--- src/rtl/seg_line_pkg.sv ---
package seg_line_pkg;

  typedef enum logic [1:0] {
    RG_BLANK  = 2'd0,
    RG_OB     = 2'd1,
    RG_DUMMY  = 2'd2,
    RG_ACTIVE = 2'd3
  } region_t;

  // true when c lies in the half-open span [lo, lo+len)
  function automatic bit in_win(int c, int lo, int len);
    return (c >= lo) && (c < lo + len);
  endfunction

  // number of transfer stages in use for a given mode
  function automatic int stages_used(bit frame, bit four, int max_st, int frame_st);
    if (frame) return frame_st;
    return four ? max_st : max_st - 1;
  endfunction

endpackage

--- src/rtl/seg_region_dec.sv ---
module seg_region_dec
  import seg_line_pkg::*;
#(
  parameter int CNT_W        = 12,
  parameter int LINE_LEN     = 2640,
  parameter int OB_REAR      = 54,
  parameter int SHIFT_RESUME = 278,
  parameter int DUMMY        = 24,
  parameter int OB_FRONT     = 2,
  parameter int ACTIVE       = 2096
) (
  input  logic [CNT_W-1:0] cnt,
  output region_t          rg
);
  localparam int DUMMY_LO = SHIFT_RESUME;
  localparam int OBF_LO   = DUMMY_LO + DUMMY;
  localparam int ACT_LO   = OBF_LO + OB_FRONT;

  int c;
  assign c = int'(cnt);

  always_comb begin
    rg = RG_BLANK;
    if (c < LINE_LEN) begin
      if (in_win(c, 0, OB_REAR))             rg = RG_OB;
      else if (in_win(c, DUMMY_LO, DUMMY))   rg = RG_DUMMY;
      else if (in_win(c, OBF_LO, OB_FRONT))  rg = RG_OB;
      else if (in_win(c, ACT_LO, ACTIVE))    rg = RG_ACTIVE;
    end
  end

endmodule

--- src/rtl/seg_vt_win.sv ---
module seg_vt_win
  import seg_line_pkg::*;
#(
  parameter int CNT_W        = 12,
  parameter int VT_START     = 54,
  parameter int SLOT_FIELD   = 28,
  parameter int SLOT_FRAME   = 56,
  parameter int MAX_STAGES   = 4,
  parameter int FRAME_STAGES = 3
) (
  input  logic [CNT_W-1:0]      cnt,
  input  logic                  frame,
  input  logic                  four,
  output logic [MAX_STAGES-1:0] oh
);
  int c;
  int n_used;
  logic [MAX_STAGES-1:0] fld_oh;
  logic [MAX_STAGES-1:0] frm_oh;

  assign c      = int'(cnt);
  assign n_used = stages_used(frame, four, MAX_STAGES, FRAME_STAGES);

  for (genvar k = 0; k < MAX_STAGES; k++) begin : g_stage
    assign fld_oh[k] = (k < n_used) && in_win(c, VT_START + k*SLOT_FIELD, SLOT_FIELD);
    assign frm_oh[k] = (k < n_used) && in_win(c, VT_START + k*SLOT_FRAME, SLOT_FRAME);
  end

  assign oh = frame ? frm_oh : fld_oh;

endmodule

--- src/rtl/seg_gate.sv ---
module seg_gate
  import seg_line_pkg::*;
#(
  parameter int CNT_W        = 12,
  parameter int LINE_LEN     = 2640,
  parameter int VT_START     = 54,
  parameter int SHIFT_RESUME = 278,
  parameter int OFD_START    = 152,
  parameter int OFD_END      = 208
) (
  input  logic [CNT_W-1:0] cnt,
  output logic             ofd,
  output logic             hclk
);
  localparam int GAP_LEN = SHIFT_RESUME - VT_START;
  localparam int OFD_LEN = OFD_END - OFD_START;

  int c;
  assign c    = int'(cnt);
  assign ofd  = in_win(c, OFD_START, OFD_LEN);
  assign hclk = (c < LINE_LEN) && !in_win(c, VT_START, GAP_LEN);

endmodule

--- src/rtl/seg_line_decoder.sv ---
module seg_line_decoder
  import seg_line_pkg::*;
#(
  parameter int CNT_W        = 12,
  parameter int LINE_LEN     = 2640,
  parameter int OB_REAR      = 54,
  parameter int DUMMY        = 24,
  parameter int OB_FRONT     = 2,
  parameter int ACTIVE       = 2096,
  parameter int VT_START     = 54,
  parameter int SHIFT_RESUME = 278,
  parameter int SLOT_FIELD   = 28,
  parameter int SLOT_FRAME   = 56,
  parameter int MAX_STAGES   = 4,
  parameter int FRAME_STAGES = 3,
  parameter int OFD_START    = 152,
  parameter int OFD_END      = 208
) (
  input  logic                  clk,
  input  logic                  rst_n,
  input  logic [CNT_W-1:0]      line_cnt_i,
  input  logic                  frame_mode_i,
  input  logic                  four_stage_i,
  output logic [1:0]            region_o,
  output logic [MAX_STAGES-1:0] vt_stage_o,
  output logic                  vt_en_o,
  output logic                  ofd_win_o,
  output logic                  hclk_en_o
);
  // next-state decode results, named for visibility
  region_t               rg_d;
  logic [MAX_STAGES-1:0] oh_d;
  logic                  ofd_d;
  logic                  hclk_d;

  region_t               rg_q;
  logic [MAX_STAGES-1:0] oh_q;
  logic                  vten_q;
  logic                  ofd_q;
  logic                  hclk_q;

  seg_region_dec #(
    .CNT_W(CNT_W), .LINE_LEN(LINE_LEN), .OB_REAR(OB_REAR),
    .SHIFT_RESUME(SHIFT_RESUME), .DUMMY(DUMMY), .OB_FRONT(OB_FRONT),
    .ACTIVE(ACTIVE)
  ) u_region (
    .cnt (line_cnt_i),
    .rg  (rg_d)
  );

  seg_vt_win #(
    .CNT_W(CNT_W), .VT_START(VT_START), .SLOT_FIELD(SLOT_FIELD),
    .SLOT_FRAME(SLOT_FRAME), .MAX_STAGES(MAX_STAGES),
    .FRAME_STAGES(FRAME_STAGES)
  ) u_vt (
    .cnt   (line_cnt_i),
    .frame (frame_mode_i),
    .four  (four_stage_i),
    .oh    (oh_d)
  );

  seg_gate #(
    .CNT_W(CNT_W), .LINE_LEN(LINE_LEN), .VT_START(VT_START),
    .SHIFT_RESUME(SHIFT_RESUME), .OFD_START(OFD_START), .OFD_END(OFD_END)
  ) u_gate (
    .cnt  (line_cnt_i),
    .ofd  (ofd_d),
    .hclk (hclk_d)
  );

  always_ff @(posedge clk) begin
    if (!rst_n) begin
      rg_q   <= RG_BLANK;
      oh_q   <= '0;
      vten_q <= 1'b0;
      ofd_q  <= 1'b0;
      hclk_q <= 1'b0;
    end else begin
      rg_q   <= rg_d;
      oh_q   <= oh_d;
      vten_q <= |oh_d;
      ofd_q  <= ofd_d;
      hclk_q <= hclk_d;
    end
  end

  assign region_o   = rg_q;
  assign vt_stage_o = oh_q;
  assign vt_en_o    = vten_q;
  assign ofd_win_o  = ofd_q;
  assign hclk_en_o  = hclk_q;

endmodule

--- config.mk ---
export PLATFORM = sky130hd
export DESIGN_NAME = seg_line_decoder
export DESIGN_NICKNAME = d
export VERILOG_FILES = /design/src/rtl/seg_line_pkg.sv /design/src/rtl/seg_region_dec.sv /design/src/rtl/seg_vt_win.sv /design/src/rtl/seg_gate.sv /design/src/rtl/seg_line_decoder.sv
export SDC_FILE = /design/constraint.sdc
export NUM_CORES = 1
export LEC_CHECK = 0
export BUFFER_PORTS_ARGS = -buffer_cell sky130_fd_sc_hd__clkbuf_2
export CORE_MARGIN = 2
export CORE_UTILIZATION = 35
export DETAILED_ROUTE_END_ITERATION = 8
export PLACE_DENSITY = 0.72
export SLEW_MARGIN = 40
export SYNTH_ARGS = -nofsm -noshare
export SYNTH_HDL_FRONTEND = slang
export SYNTH_SLANG_ARGS = --single-unit
--- constraint.sdc ---
create_clock -name clk -period 2.8 [get_ports clk]
set_clock_uncertainty 0.05 [all_clocks]
set_input_delay 0.28 -clock clk [delete_from_list [all_inputs] [get_ports clk]]
set_output_delay 0.28 -clock clk [all_outputs]
set_load 0.05 [all_outputs]
==> impl_metrics.py, run 1 <==
metrics = {
    "global_route": {
        "gr-usage-all-layers_pct": 12.9,
        "grt_max_degree": 13,
        "grt.overflow.total": 0,
        "antenna_found_initial": 0,
        "grt_pass1_vias": 494,
        "grt_pass1_wl_um": 1900,
    },
    "pwr": {
        "power_frac_clock_pct": 32.1,
        "finalPower_mw": 0.296,
        "share_seq_of_total_power_pct": 44.9,
        "p_int_mw": 0.208,
        "switching_share_pct": 29.9,
        "powerDensity_mw_per_mm2": 400,
        "ir_worst_vdd_uv": 117,
        "power.leakage_nw": 0.346,
        "combinationalPowerShare_pct": 23.0,
        "p_sw_mw": 0.0886,
    },
    "placement": {
        "dp_slack_ps": 627,
        "port_buffers": 23,
        "place_congestion": 0.795,
        "dp_hpwl_um": 1040,
    },
    "timing": {
        "fin_hold_ws_ps": 219,
        "max_slew_margin_pct": 76.8,
        "hold_viol": 0,
        "finalSetupViolCount": 0,
        "drv_slew": 0,
        "setup_slack_ps": 896,
        "max_freq_ghz": 0.525,
        "post-route-min-period_ps": 1900,
        "fin_crit_sh_pct": 68.0,
        "tightest_slew_ps": 348,
        "rsz0062_at_grt": "false",
        "fin_setup_tns_ps": 0,
    },
    "setup_path": {
        "cp_max_fo": 7,
        "criticalPathCategory": "input pin to register",
        "worstPathRequired_ps": 2890,
        "start_kind": "input pin",
        "arrival_ps": 1990,
        "cp-end-kind": "register",
    },
    "clocking": {
        "ctsResizeCount": 0,
        "cts_buffers": 3,
        "clock-sinks": 9,
        "cts_setup_buffers": 0,
        "cts-htree-levels": 1,
        "hold_buffers": 0,
        "clk_pin_slew_ps": 50,
        "root_buffer": "clkbuf_4",
        "clockBufferDepth": 2,
        "tritoncts": "done",
    },
    "detailed_routing": {
        "drcViolationCount": 0,
        "m1WireLength_um": 626,
        "wl_per_cell_um": 10.9,
        "drtIter0Drc": 17,
        "drt_first_pass_iters": 5,
        "viasPerCell": 5.19,
        "highest_layer": "met4",
        "route.met3.wl_um": 60,
        "vias": 633,
        "routed_wl_um": 1330,
        "wl_met2_um": 637,
        "ant_nets": 0,
    },
    "synth": {
        "synth_ff_type": "dfxtp_1",
        "syn_area_per_cell_sq_um": 8.32,
        "ys_warn_count": 0,
        "synth_cell_types": 36,
        "synth_edf_count": 0,
        "syn-num-nets": 91,
        "syn_area_sq_um": 624,
        "ys_ff_latch": 9,
        "syn_inst": 75,
        "synth-seq-area-share_pct": 28.9,
        "async_reset_ff_share_pct": 0,
    },
    "floorplan": {
        "core-area_sq_mm": 0.00171,
        "fp.dieH_um": 46.2,
        "io_pins": 25,
        "start_util_pct": 36.6,
        "row_count": 15,
        "dieArea_sq_mm": 0.00214,
        "die_w_um": 46.2,
    },
    "final_layout": {
        "area_delta_synth_final_pct": 18.6,
        "fill_cells": 198,
        "nNetsFinal": 114,
        "final_common_cell": "clkbuf_2",
        "n_antenna_cell": 0,
        "drive_gt1_share_pct": 35.1,
        "layout_common_cells": "clkbuf_2 (23), dfxtp_1 (9), o21ai_0 (7)",
    },
    "flow_run": {
        "maxCapViolCount": 0,
    },
    "min_path": {
        "hp-class": "input pin to register",
    },
    "outcome": {
        "run_status": "completed",
    },
}
-- metrics by stage --
step / area, sq um / std cells / util (%)
after detailed placement: 713 / 118 / 41.8
final: 741 / 122 / 43.4
after floorplan: 624 / 75 / -
after global placement: 713 / 118 / 41.8
after CTS: 741 / 122 / 43.4
after global routing: 741 / 122 / 43.4
-- power by group through the flow --
stage	combinational, mW	sequential (mW)	clock [mW]
3_5_place_dp	0.0677	0.136	0
2_1_floorplan	0.0343	0.151	0
3_3_place_gp	0.0662	0.136	0
5_1_grt	0.0742	0.133	0.108
6_report	0.0682	0.133	0.0951
4_1_cts	0.0679	0.133	0.101
-- Yosys cell counts (all sizes together), types with 2 or more instances --
master  instances  area [sq um]
dfxtp           9           180
o21ai           7          35.0
a21oi           6          30.0
nand2           5          18.8
nor2b           4          25.0
a211o           3          26.3
clkbuf          3          41.3
or4             3          22.5
a31o            2          17.5
and2            2          15.0
and3            2          13.8
buf             2          16.3
inv             2          7.51
nand3           2          10.0
nand4           2          12.5
nor2            2          7.51
nor3            2          10.0
nor4            2          12.5
-- per-layer routing --
metal	vias up	global-route usage (%)
met5	-	0
met4	0	10.3
met3	2	2.35
met2	19	22.5
met1	284	13.1
li1	328	-
-- flip-flops by register name (all words and copies together), names as in the netlist --
register,cells
vt_stage_o,4
region_o,2
hclk_en_o,1
ofd_win_o,1
vt_en_o,1
-- path summary, 6_finish.rpt --
path | cells after the start | slack [ps] | to | from
max | 6 | 900 | vt_en_o | line_cnt_i[10]
min | 3 | 220 | vt_stage_o[3] | four_stage_i
-- final cells by class --
class,count,area (sq um),area share [%]
Inverter,2,7.51,1.01
Sequential cell,9,180,24.3
Clock buffer,3,22.5,3.04
Clock inverter,1,5.00,0.676
Tap cell,25,31.3,4.22
Timing Repair Buffer,23,115,15.5
Multi-Input combinational cell,59,379,51.2
-- cells by family (layout without fill, tap and decap cells) --
logic type	after synthesis	in the layout	share of synthesized area [%]
AO/OA/AOI/OAI	26	26	27.7
multiplexers	1	1	1.60
flip-flops	9	9	28.9
AND/OR/NAND/NOR	32	32	31.5
buffers and inverters	7	29	10.4
-- critical path: stages --
cell      delay (ps)
clkbuf_2         110
or4_1            640
a311o_1          420
or3b_1           210
nand3_1           70
a211o_1          260
(Power assumes the default switching activity.)
==> run 2: changes to the inputs <==
Clock period 2.8 ns to 1.9 ns, I/O delays scaled along.
==> run 2 against run 1 <==
Wire length increased by 3.0%; cell area rose by 7.9%; flip-flop and latch count unchanged.
==> impl_metrics.py, run 2 (synthesized netlist as in run 1, its figures left out) <==
metrics = {
    "setup_path": {
        "arrival_ps": 1800,
        "start_kind": "input pin",
        "criticalPathCategory": "input pin to register",
        "cp_max_fo": 4,
        "cp-end-kind": "register",
        "worstPathRequired_ps": 2000,
    },
    "flow_run": {
        "maxCapViolCount": 0,
    },
    "clocking": {
        "cts_setup_buffers": 0,
        "clock-sinks": 9,
        "ctsResizeCount": 0,
        "cts_buffers": 3,
        "clockBufferDepth": 2,
        "clk_pin_slew_ps": 50,
        "root_buffer": "clkbuf_4",
        "hold_buffers": 0,
        "tritoncts": "done",
        "cts-htree-levels": 1,
    },
    "final_layout": {
        "n_antenna_cell": 0,
        "fill_cells": 189,
        "nNetsFinal": 122,
        "largest_register_ffs": 4,
        "final_common_cell": "clkbuf_2",
        "drive_gt1_share_pct": 39.0,
        "area_delta_synth_final_pct": 28.1,
        "layout_common_cells": "clkbuf_2 (23), dfxtp_1 (9), buf_4 (8)",
    },
    "timing": {
        "finalSetupViolCount": 0,
        "tightest_slew_ps": 348,
        "rsz0062_at_grt": "false",
        "setup_slack_ps": 200,
        "fin_setup_tns_ps": 0,
        "hold_viol": 0,
        "max_freq_ghz": 0.588,
        "post-route-min-period_ps": 1700,
        "drv_slew": 0,
        "fin_crit_sh_pct": 89.5,
        "max_slew_margin_pct": 76.8,
    },
    "pwr": {
        "ir_worst_vdd_uv": 210,
        "powerDensity_mw_per_mm2": 561,
        "power.leakage_nw": 0.382,
        "finalPower_mw": 0.449,
    },
    "floorplan": {
        "start_util_pct": 36.6,
        "dieArea_sq_mm": 0.00214,
        "core-area_sq_mm": 0.00171,
        "fp.dieH_um": 46.2,
        "row_count": 15,
        "io_pins": 25,
        "die_w_um": 46.2,
    },
    "placement": {
        "port_buffers": 23,
        "place_congestion": 0.810,
        "dp_hpwl_um": 1140,
        "dp_slack_ps": -70.2,
    },
    "global_route": {
        "grt_pass1_wl_um": 2200,
        "grt_pass1_vias": 582,
        "antenna_found_initial": 0,
        "gr-usage-all-layers_pct": 14.4,
        "grt_max_degree": 12,
        "grt.overflow.total": 0,
    },
    "detailed_routing": {
        "ant_nets": 0,
        "drtIter0Drc": 13,
        "drt_first_pass_iters": 4,
        "wl_per_cell_um": 10.5,
        "drcViolationCount": 0,
        "routed_wl_um": 1370,
        "viasPerCell": 5.20,
        "vias": 676,
    },
    "outcome": {
        "run_status": "completed",
    },
    "min_path": {
        "hp-class": "input pin to register",
        "hp-start": "four_stage_i",
        "hold_depth": 3,
        "hold_end": "vt_stage_o[3]",
    },
}
-- run 2: cell count changes in the layout (fill, tap and decap cells not counted), sizes merged --
| cell | before | now |
|---|---|---|
| buf | 0 | 8 |
| clkbuf | 26 | 27 |
| clkinv | 1 | 0 |
-- run 2: layer usage --
| layer | GRT usage (%) | routed length, um |
|---|---|---|
| met1 | 14.3 | 596 |
| met2 | 26.9 | 700 |
| met3 | 1.57 | 53 |
| met4 | 10.3 | 19 |
| met5 | 0 | 0 |
-- run 2: how the worst max path moves through the flow --
stage                   start  endpoint  slack (ps)  cells after the start
3_3_place_gp   line_cnt_i[10]   vt_en_o         -50                      6
2_1_floorplan  line_cnt_i[10]   vt_en_o          40                      6
6_report       line_cnt_i[10]   vt_en_o         200                      6
5_1_grt        line_cnt_i[10]   vt_en_o         130                      6
3_5_place_dp   line_cnt_i[10]   vt_en_o         -70                      6
4_1_cts        line_cnt_i[10]   vt_en_o         200                      6
-- run 2: layout make-up --
cell class / count / area (sq um) / area share (%)
Clock buffer: 4 / 26.3 / 3.29
Inverter: 2 / 7.51 / 0.939
Multi-Input combinational cell: 59 / 379 / 47.4
Sequential cell: 9 / 180 / 22.5
Tap cell: 25 / 31.3 / 3.91
Timing Repair Buffer: 31 / 175 / 21.9
-- run 2: worst max-delay path: stages --
cell,delay [ps]
clkbuf_2,90
or4_1,580
a311o_1,400
or3b_1,200
nand3_1,70
a211o_1,270
-- run 2: where the power goes --
part           leakage (nW)  internal [mW]  switching (mW)  total, mW
Sequential           0.0734          0.195         0.00125      0.196
Clock                0.0150         0.0805          0.0602      0.141
Combinational         0.293         0.0442          0.0678      0.112
-- run 2: through the flow --
stage	cell area [sq um]	instances	hold WS, ps	util (%)
2_1_floorplan	624	75	258	-
4_1_cts	800	130	113	46.8
5_1_grt	800	130	137	46.8
6_report	800	130	118	46.8
3_5_place_dp	773	126	388	45.3
3_3_place_gp	773	126	388	45.3
